<file path="config.mk">
export PLATFORM = sky130hd
export DESIGN_NAME = ldpc_decoder
export DESIGN_NICKNAME = d
export VERILOG_FILES = /design/src/rtl/ldpc_dec_pkg.sv /design/src/rtl/ldpc_var_node.sv /design/src/rtl/ldpc_chk_node.sv /design/src/rtl/ldpc_iter_ctrl.sv /design/src/rtl/ldpc_decoder.sv
export SDC_FILE = /design/constraint.sdc
export NUM_CORES = 1
export LEC_CHECK = 0
export ABC_AREA = 1
export BUFFER_PORTS_ARGS = -buffer_cell sky130_fd_sc_hd__buf_2
export CAP_MARGIN = 10
export CORE_ASPECT_RATIO = 0.5
export CORE_UTILIZATION = 32
export CTS_CLUSTER_DIAMETER = 60
export CTS_CLUSTER_SIZE = 25
export DETAILED_ROUTE_END_ITERATION = 8
export PLACE_DENSITY = 0.52
export SYNTH_ARGS = -nofsm -noshare
export SYNTH_HDL_FRONTEND = slang
export SYNTH_HIERARCHICAL = 1
export SYNTH_SLANG_ARGS = --single-unit
</file>
<file path="constraint.sdc">
create_clock -name clk -period 11.3 [get_ports clk]
set_input_delay 3.39 -clock clk [delete_from_list [all_inputs] [get_ports clk]]
set_output_delay 3.39 -clock clk [all_outputs]
set_load 0.005 [all_outputs]
</file>
<file path="src/rtl/ldpc_dec_pkg.sv">
package ldpc_dec_pkg;

  typedef enum logic [1:0] {ST_IDLE, ST_LOAD, ST_ITER, ST_DONE} dec_state_t;

  // number of NCHK-bit masks carrying exactly wt ones
  function automatic int num_cols(input int nchk, input int wt);
    int n;
    n = 0;
    for (int m = 0; m < (1 << nchk); m++)
      if ($countones(m) == wt) n++;
    return n;
  endfunction

  // idx-th such mask in ascending numeric order: connections of one variable
  function automatic logic [31:0] col_mask(input int nchk, input int wt, input int idx);
    int n;
    logic [31:0] r;
    n = 0;
    r = '0;
    for (int m = 0; m < (1 << nchk); m++)
      if ($countones(m) == wt) begin
        if (n == idx) r = m[31:0];
        n++;
      end
    return r;
  endfunction

  // variables attached to one check
  function automatic logic [63:0] row_mask(input int nchk, input int wt, input int nvar,
                                           input int row);
    logic [63:0] r;
    logic [31:0] cm;
    r = '0;
    for (int v = 0; v < nvar; v++) begin
      cm   = col_mask(nchk, wt, v);
      r[v] = cm[row];
    end
    return r;
  endfunction

endpackage

</file>
<file path="src/rtl/ldpc_var_node.sv">
module ldpc_var_node #(
  parameter int             NCHK     = 5,
  parameter int             LLR_W    = 4,
  parameter logic [NCHK-1:0] COL_MASK = '1,
  localparam int            SUM_W    = LLR_W + $clog2(NCHK + 1) + 1
) (
  input  logic signed [LLR_W-1:0] chan,
  input  logic signed [LLR_W-1:0] c2v_in  [NCHK],
  output logic signed [LLR_W-1:0] v2c_out [NCHK],
  output logic                    hard
);

  localparam int MAXV = 2 ** (LLR_W - 1) - 1;

  logic signed [SUM_W-1:0] total;
  logic signed [SUM_W-1:0] ext_w [NCHK];

  // unconnected message slots carry zero, so the full sum is the posterior
  always_comb begin
    total = SUM_W'(chan);
    for (int c = 0; c < NCHK; c++) total = total + SUM_W'(c2v_in[c]);
    hard = total[SUM_W-1];
  end

  // extrinsic message per check, clipped to a symmetric range
  always_comb begin
    for (int c = 0; c < NCHK; c++) begin
      ext_w[c] = total - SUM_W'(c2v_in[c]);
      if (!COL_MASK[c])                      v2c_out[c] = '0;
      else if (ext_w[c] > SUM_W'(MAXV))      v2c_out[c] = LLR_W'(MAXV);
      else if (ext_w[c] < -SUM_W'(MAXV))     v2c_out[c] = -LLR_W'(MAXV);
      else                                   v2c_out[c] = ext_w[c][LLR_W-1:0];
    end
  end

endmodule

</file>
<file path="src/rtl/ldpc_chk_node.sv">
module ldpc_chk_node #(
  parameter int              NVAR     = 10,
  parameter int              LLR_W    = 4,
  parameter logic [NVAR-1:0] ROW_MASK = '1,
  localparam int             IDX_W    = $clog2(NVAR),
  localparam int             MAG_W    = LLR_W - 1
) (
  input  logic signed [LLR_W-1:0] v2c_in  [NVAR],
  input  logic [NVAR-1:0]         hard_in,
  output logic signed [LLR_W-1:0] c2v_out [NVAR],
  output logic                    parity_ok
);

  logic [MAG_W-1:0] mag_w [NVAR];
  logic [MAG_W-1:0] min1, min2, pick;
  logic [IDX_W-1:0] min_idx;
  logic             sgn_all, neg;

  always_comb begin
    for (int u = 0; u < NVAR; u++)
      mag_w[u] = v2c_in[u][LLR_W-1] ? MAG_W'(-v2c_in[u]) : MAG_W'(v2c_in[u]);
  end

  // single pass: smallest, second smallest, position of smallest, sign parity
  always_comb begin
    min1    = '1;
    min2    = '1;
    min_idx = '0;
    sgn_all = 1'b0;
    for (int u = 0; u < NVAR; u++) begin
      if (ROW_MASK[u]) begin
        sgn_all = sgn_all ^ v2c_in[u][LLR_W-1];
        if (mag_w[u] < min1) begin
          min2    = min1;
          min1    = mag_w[u];
          min_idx = IDX_W'(u);
        end else if (mag_w[u] < min2) begin
          min2 = mag_w[u];
        end
      end
    end
  end

  always_comb begin
    pick = '0;
    neg  = 1'b0;
    for (int v = 0; v < NVAR; v++) begin
      pick = (IDX_W'(v) == min_idx) ? min2 : min1;
      neg  = sgn_all ^ v2c_in[v][LLR_W-1];
      if (!ROW_MASK[v]) c2v_out[v] = '0;
      else if (neg)     c2v_out[v] = -$signed({1'b0, pick});
      else              c2v_out[v] = $signed({1'b0, pick});
    end
  end

  assign parity_ok = ~^(hard_in & ROW_MASK);

endmodule

</file>
<file path="src/rtl/ldpc_iter_ctrl.sv">
module ldpc_iter_ctrl import ldpc_dec_pkg::*; #(
  parameter int MAX_ITER = 10,
  parameter int CNT_W    = 4
) (
  input  logic             clk,
  input  logic             rst,
  input  logic             start,
  input  logic             all_ok,
  output logic             accept,
  output logic             clr_msgs,
  output logic             step,
  output logic             stop,
  output logic             done,
  output logic             success,
  output logic             fail,
  output logic [CNT_W-1:0] iter_count
);

  localparam logic [CNT_W-1:0] LIMIT = CNT_W'(MAX_ITER);

  dec_state_t       state_q;
  logic [CNT_W-1:0] cnt_q;

  always_comb begin
    accept   = start && (state_q == ST_IDLE || state_q == ST_DONE);
    clr_msgs = (state_q == ST_LOAD);
    stop     = (state_q == ST_ITER) && (all_ok || cnt_q == LIMIT);
    step     = (state_q == ST_ITER) && !stop;
  end

  always_ff @(posedge clk) begin
    if (rst) begin
      state_q    <= ST_IDLE;
      cnt_q      <= '0;
      done       <= 1'b0;
      success    <= 1'b0;
      fail       <= 1'b0;
      iter_count <= '0;
    end else if (accept) begin
      state_q    <= ST_LOAD;
      done       <= 1'b0;
      success    <= 1'b0;
      fail       <= 1'b0;
      iter_count <= '0;
    end else if (clr_msgs) begin
      cnt_q   <= '0;
      state_q <= ST_ITER;
    end else if (stop) begin
      state_q    <= ST_DONE;
      done       <= 1'b1;
      success    <= all_ok;
      fail       <= !all_ok;
      iter_count <= cnt_q;
    end else if (step) begin
      cnt_q <= cnt_q + 1'b1;
    end
  end

  p_flags_excl_r9: assert property (@(posedge clk) disable iff (rst)
    done |-> (success ^ fail));
  p_flags_idle_r9: assert property (@(posedge clk) disable iff (rst)
    !done |-> (!success && !fail));
  p_cnt_bound_r5: assert property (@(posedge clk) disable iff (rst)
    cnt_q <= LIMIT);
  p_fail_at_limit_r5: assert property (@(posedge clk) disable iff (rst)
    $rose(fail) |-> iter_count == LIMIT);
  p_done_hold_r6: assert property (@(posedge clk) disable iff (rst)
    (done && !start) |=> (done && $stable(iter_count) && $stable(success)));
  p_busy_ignore_r7: assert property (@(posedge clk) disable iff (rst)
    (state_q == ST_LOAD && start) |=> state_q == ST_ITER);

endmodule

</file>
<file path="src/rtl/ldpc_decoder.sv">
module ldpc_decoder import ldpc_dec_pkg::*; #(
  parameter int  NCHK     = 5,
  parameter int  COL_WT   = 3,
  parameter int  LLR_W    = 4,
  parameter int  MAX_ITER = 10,
  localparam int NVAR     = num_cols(NCHK, COL_WT),
  localparam int CNT_W    = $clog2(MAX_ITER + 1)
) (
  input  logic                  clk,
  input  logic                  rst,
  input  logic                  start,
  input  logic [NVAR*LLR_W-1:0] llr_in,
  output logic                  done,
  output logic                  success,
  output logic                  fail,
  output logic [NVAR-1:0]       bits_out,
  output logic [CNT_W-1:0]      iter_count
);

  logic signed [LLR_W-1:0] chan_q [NVAR];
  logic signed [LLR_W-1:0] c2v_q  [NCHK][NVAR];
  logic signed [LLR_W-1:0] c2v_d  [NCHK][NVAR];
  logic signed [LLR_W-1:0] v2c    [NCHK][NVAR];
  logic [NVAR-1:0]         hard;
  logic [NCHK-1:0]         chk_ok;
  logic                    accept, clr_msgs, step, stop;

  ldpc_iter_ctrl #(.MAX_ITER(MAX_ITER), .CNT_W(CNT_W)) u_ctrl (
    .clk(clk), .rst(rst), .start(start), .all_ok(&chk_ok),
    .accept(accept), .clr_msgs(clr_msgs), .step(step), .stop(stop),
    .done(done), .success(success), .fail(fail), .iter_count(iter_count)
  );

  for (genvar v = 0; v < NVAR; v++) begin : g_var
    localparam logic [31:0] CM = col_mask(NCHK, COL_WT, v);
    logic signed [LLR_W-1:0] col_in  [NCHK];
    logic signed [LLR_W-1:0] col_out [NCHK];
    for (genvar c = 0; c < NCHK; c++) begin : g_lnk
      assign col_in[c] = c2v_q[c][v];
      assign v2c[c][v] = col_out[c];
    end
    ldpc_var_node #(.NCHK(NCHK), .LLR_W(LLR_W), .COL_MASK(CM[NCHK-1:0])) u_var (
      .chan(chan_q[v]), .c2v_in(col_in), .v2c_out(col_out), .hard(hard[v])
    );
  end

  for (genvar c = 0; c < NCHK; c++) begin : g_chk
    localparam logic [63:0] RM = row_mask(NCHK, COL_WT, NVAR, c);
    ldpc_chk_node #(.NVAR(NVAR), .LLR_W(LLR_W), .ROW_MASK(RM[NVAR-1:0])) u_chk (
      .v2c_in(v2c[c]), .hard_in(hard), .c2v_out(c2v_d[c]), .parity_ok(chk_ok[c])
    );
  end

  always_ff @(posedge clk) begin
    if (rst) begin
      bits_out <= '0;
      for (int v = 0; v < NVAR; v++) chan_q[v] <= '0;
      for (int c = 0; c < NCHK; c++)
        for (int v = 0; v < NVAR; v++) c2v_q[c][v] <= '0;
    end else begin
      if (accept)
        for (int v = 0; v < NVAR; v++) chan_q[v] <= llr_in[v*LLR_W +: LLR_W];
      if (clr_msgs) begin
        for (int c = 0; c < NCHK; c++)
          for (int v = 0; v < NVAR; v++) c2v_q[c][v] <= '0;
      end else if (step) begin
        c2v_q <= c2v_d;
      end
      if (stop) bits_out <= hard;
    end
  end

  p_bits_hold_r6: assert property (@(posedge clk) disable iff (rst)
    (done && !start) |=> $stable(bits_out));
  p_done_cleared_r6: assert property (@(posedge clk) disable iff (rst)
    (done && start) |=> !done);

endmodule

</file>
==> impl_metrics.env, run 1 <==
export IMPL_area_growth_pct=10.65
export IMPL_path_depth=74
export IMPL_arrival_ns=11.25
export IMPL_clockBufferDepth=3
export IMPL_final_area_um2=50820
export IMPL_cpMostUsedCell="nand2_1"
export IMPL_grt_pass1_wl_mm=200.0
export IMPL_cp_required_ns=11.86
export IMPL_die_w_um=537.8
export IMPL_reg2reg_depth=74
export IMPL_cap_violations=0
export IMPL_cpPeakStageDelay_ns=0.53
export IMPL_whs_path_depth=1
export IMPL_route_detailed_drc=0
export IMPL_cts_made_buffers=41
export IMPL_relSlewSlack_pct=30.67
export IMPL_hold_viol_final=0
export IMPL_wl_mm=124.0
export IMPL_status="finished, final reports clean"
export IMPL_antenna_found_initial=4
export IMPL_die_h_um=269.9
export IMPL_vias=41088
export IMPL_place_congestion=0.9009
export IMPL_regToRegStartpoint="c2v_q[117]$_SDFFE_PP0P_"
export IMPL_crit_start="c2v_q[117]$_SDFFE_PP0P_"
export IMPL_cts_clk_slew_worst_paths_ns=0.07
export IMPL_cp_max_fo=10
export IMPL_cts_tree="built"
export IMPL_layout_nets=8018
export IMPL_finalSetupViolations=0
export IMPL_syn_avg_cell_area_um2=6.450
export IMPL_netlist_instances=7121
export IMPL_tightestPinTransition_ns=1.036
export IMPL_fin_worst_skew_ns=0.02938
export IMPL_cpLargestDelayFamily="adder cells"
export IMPL_die_area_um2=145200
export IMPL_drtAntennaViolNets=0
export IMPL_floorplan_initialDensity_pct=32.54
export IMPL_hold_path_class="reg2reg"
export IMPL_gr_usage_all_layers_pct=17.10
export IMPL_whs_ns=0.4671
export IMPL_grt_pass1_vias=38039
export IMPL_wl_per_cell_um=13.47
export IMPL_startpoint_type="register"
export IMPL_core_area_um2=141100
export IMPL_rows=97
export IMPL_syn_cell_area_um2=45930
export IMPL_drt_iter0_drc=2637
export IMPL_hold_start="u_ctrl/done$_SDFFE_PP0P_"
export IMPL_cts_sinks=263
export IMPL_vias_per_cell=4.464
export IMPL_io_pins=60
export IMPL_grt_overflow=0
export IMPL_slowest_stage="fa_1"
export IMPL_path_buf_inv=16
export IMPL_placed_cell_area_um2=48320
export IMPL_endpoint_kind="register"
export IMPL_worst_setup_path_type="reg2reg"
export IMPL_yosysWarnings=6
export IMPL_nFillCells=15381
export IMPL_clock_root_buffer="clkbuf_16"
export IMPL_finalCritPeriodShare_pct=94.62
export IMPL_max_freq_mhz=93.53
export IMPL_drv_slew=0
export IMPL_grt_max_degree=132
export IMPL_cts_htree_levels=2
export IMPL_dp_hpwl_mm=102.6
export IMPL_period_needed_ns=10.69
export IMPL_clk_insertion_delay_late_ns=0.64
export IMPL_drive_above_1_share_pct=18.89
export IMPL_io_buffers=59
export IMPL_drtPass1Iterations=6
## sequential cells by signal (all words and copies together), names as in the netlist
register	flops
u_ctrl/state_q	2
u_ctrl/success	1
u_ctrl/iter_count	4
u_ctrl/fail	1
u_ctrl/done	1
u_ctrl/cnt_q	4
c2v_q	200
bits_out	10
chan_q	40
## what timing repair did
item | CTS | global route
setup endpoints to repair | 24 | 112
setup buffers | 0 | 23
gates cloned | 0 | 1
hold buffers | 0 | 0
gates resized for setup | 6 | 211
pin swaps | 0 | 36
## per-stage QoR
stage	TNS [ns]	util [%]	cells	worst slack (ns)
finish	0	36.01	9204	0.6084
global route	-1.640	36.00	9202	-0.1157
CTS	0	35.27	9178	0.01191
detailed placement	-0.2427	34.24	9102	-0.05569
global placement	0	34.24	9102	0.02693
floorplan	0	-	7196	0.7181
## worst reg2reg max path: cells and delay by family (launching register included)
family | cells | cell delay (ns)
compound gates | 10 | 1.31
xor+xnor | 3 | 0.54
fa+ha+maj | 13 | 4.03
buf+inv | 16 | 1.39
flops | 1 | 0.35
simple gates | 32 | 3.02
## final timing paths
path / end / slack (ns)
worst min-delay path: u_ctrl/done$_SDFFE_PP0P_ / 0.47
worst max register to register: c2v_q[110]$_SDFFE_PP0P_ / 0.61
worst max-delay path: c2v_q[110]$_SDFFE_PP0P_ / 0.61
worst min register to register: u_ctrl/done$_SDFFE_PP0P_ / 0.47
## metal layers
layer / vias to the layer above / wire, um / GRT usage, %
li1: 22097 / - / -
met4: 4 / 1873 / 2.935
met2: 545 / 51380 / 26.13
met5: - / 27 / 0
met1: 18342 / 65190 / 25.63
met3: 100 / 5524 / 2.036
## layout make-up
type / count / area [um^2] / area share (%)
diodes: 2 / 5.005 / 0.009847
clock inverters: 33 / 392.9 / 0.7730
multi-input cells: 5266 / 34170 / 67.23
flip-flops and latches: 263 / 5670 / 11.16
well taps: 1881 / 2354 / 4.631
repair buffers: 215 / 1504 / 2.959
inverters: 1501 / 5674 / 11.16
clock buffers: 43 / 1055 / 2.075
## layout by cell type, fill, tap and decap left out, types with 33 or more instances in the layout
cell and count:
edfxtp_1 40, xnor2_1 111, a21oi_2 33, dfxtp_1 219, nor2_1 459, conb_1 80, xor2_1 101, o21ai_1 58
nand4_1 50, fa_1 191, nand3_2 117, nand2_1 1668, nand3_1 702, o21ai_0 58, ha_1 469, inv_1 1443
buf_4 153, nand3b_1 63, buf_2 59, nor2_2 214, clkbuf_16 42, nand2_2 490, o21ai_2 53, inv_2 43
a21oi_1 168
Power of run 1 is not shown: default switching activity piles up to over one toggle a cycle in this logic, so the estimate is an artifact.
==> run 2: changes to the inputs <==
Settings changed: CELL_PAD_IN_SITES_DETAIL_PLACEMENT set to 0, CELL_PAD_IN_SITES_GLOBAL_PLACEMENT set to 1, PLACE_DENSITY 0.52 to 0.66.
==> run 2 against run 1 <==
Worst setup slack better by 0.060 ns; routed wire length up 3.9%; register-to-register slack better by 0.06 ns; cell count up 0.12%; fmax up 0.56%; critical endpoint is now c2v_q[192]$_SDFFE_PP0P_.
==> impl_metrics.env, run 2 (synthesis results as in run 1) <==
export IMPL_clk_insertion_delay_late_ns=0.63
export IMPL_clock_root_buffer="clkbuf_16"
export IMPL_multiInputGateArea_um2=34290
export IMPL_cap_violations=0
export IMPL_cp_required_ns=11.82
export IMPL_antenna_found_initial=2
export IMPL_clockBufferDepth=3
export IMPL_vias=40886
export IMPL_top_register="c2v_q"
export IMPL_wl_mm=128.8
export IMPL_drtAntennaViolNets=0
export IMPL_die_w_um=537.8
export IMPL_arrival_ns=11.15
export IMPL_hold_path_class="reg2reg"
export IMPL_gr_usage_all_layers_pct=17.62
export IMPL_drv_slew=0
export IMPL_finalCritPeriodShare_pct=94.09
export IMPL_route_detailed_drc=0
export IMPL_io_buffers=59
export IMPL_tightestPinTransition_ns=1.089
export IMPL_largest_reg_flops=200
export IMPL_floorplan_initialDensity_pct=32.54
export IMPL_max_freq_mhz=94.06
export IMPL_postCtsHoldBufs=0
export IMPL_area_growth_pct=11.26
export IMPL_grt_pass1_wl_mm=205.1
export IMPL_cts_sinks=263
export IMPL_layout_nets=8028
export IMPL_grt_overflow=0
export IMPL_whs_path_depth=2
export IMPL_wl_per_cell_um=13.98
export IMPL_io_pins=60
export IMPL_slowest_stage="fa_1"
export IMPL_period_needed_ns=10.63
export IMPL_cpPeakStageDelay_ns=0.51
export IMPL_final_common_cell="nand2_1"
export IMPL_core_area_um2=141100
export IMPL_final_area_um2=51100
export IMPL_die_h_um=269.9
export IMPL_cp_max_fo=6
export IMPL_dp_hpwl_mm=106.5
export IMPL_cts_made_buffers=41
export IMPL_nFillCells=15387
export IMPL_grt_max_degree=127
export IMPL_rows=97
export IMPL_die_area_um2=145200
export IMPL_cts_clk_slew_worst_paths_ns=0.08
export IMPL_relSlewSlack_pct=27.14
export IMPL_final_cell_mix="nand2_1 (1667), inv_1 (1444), nand3_1 (697)"
export IMPL_ff_latch_area_um2=5667
export IMPL_cpLargestDelayFamily="adder cells"
export IMPL_reg2reg_depth=67
export IMPL_finalSetupViolations=0
export IMPL_status="finished, final reports clean"
export IMPL_vias_per_cell=4.437
export IMPL_grt_pass1_vias=38389
export IMPL_cts_htree_levels=2
export IMPL_cts_tree="built"
export IMPL_place_congestion=0.8757
export IMPL_drtPass1Iterations=6
export IMPL_startpoint_type="register"
export IMPL_cpMostUsedCell="nand2_1"
export IMPL_path_buf_inv=12
export IMPL_hold_viol_final=0
export IMPL_path_depth=67
export IMPL_largestRegisters="c2v_q (200), chan_q (40), bits_out (10)"
export IMPL_placed_cell_area_um2=48330
export IMPL_worst_setup_path_type="reg2reg"
export IMPL_fin_worst_skew_ns=0.03737
export IMPL_endpoint_kind="register"
export IMPL_drive_above_1_share_pct=19.14
export IMPL_drt_iter0_drc=2012
[run 2: worst paths after layout]
kind                                      from                                end  slack [ns]
max                 chan_q[1][1]$_SDFFCE_PN0P_            c2v_q[192]$_SDFFE_PP0P_        0.67
max reg2reg         chan_q[1][1]$_SDFFCE_PN0P_            c2v_q[192]$_SDFFE_PP0P_        0.67
min reg2reg  u_ctrl/iter_count[3]$_SDFFE_PP0P_  u_ctrl/iter_count[3]$_SDFFE_PP0P_        0.46
min          u_ctrl/iter_count[3]$_SDFFE_PP0P_  u_ctrl/iter_count[3]$_SDFFE_PP0P_        0.46
[run 2: final cells by class]
type,instances,share of cell area [%]
clock inverters,29,0.7712
well taps,1881,4.605
diodes,3,0.01469
clock buffers,47,2.194
multi-input cells,5267,67.10
flip-flops and latches,263,11.09
repair buffers,224,3.131
inverters,1501,11.10
[run 2: routing by layer]
metal | wire length [um] | part of all wire (%) | GRT usage (%) | vias to the layer above
li1 | - | - | - | 22109
met1 | 70740 | 55 | 26.95 | 18276
met2 | 52780 | 41 | 26.82 | 410
met3 | 3688 | 2.9 | 1.600 | 91
met4 | 1593 | 1.2 | 2.609 | 0
met5 | 0 | 0 | 0 | -
[run 2: through the flow]
step | worst slack (ns) | utilization [%] | hold WS (ns) | setup TNS (ns) | std cells
floorplan | 0.7181 | - | 0.4577 | 0 | 7196
global placement | -0.2159 | 34.24 | 0.4520 | -1.061 | 9101
detailed placement | -0.2017 | 34.24 | 0.4528 | -1.403 | 9101
CTS | 0.02147 | 35.34 | 0.4661 | 0 | 9178
global route | -0.06686 | 36.20 | 0.4872 | -0.7417 | 9212
finish | 0.6681 | 36.20 | 0.4638 | 0 | 9215
[run 2: worst register-to-register path, delay by kind of cell, from the launching register on]
kind	cells	cell delay, ns
AO/OA/AOI/OAI	8	1.26
XOR/XNOR	3	0.59
adder cells (fa/ha/maj)	12	3.85
buffers and inverters	12	1.05
flip-flops	1	0.34
AND/OR/NAND/NOR	32	3.46
[run 2: repair_timing]
action                                  CTS  global route
endpoints found under the setup margin   41           111
gates resized for setup                  13           218
pin swaps                                 1            51
setup buffers                             1            32
cloned                                    0             2
Power of run 2 is left out for the same reason.
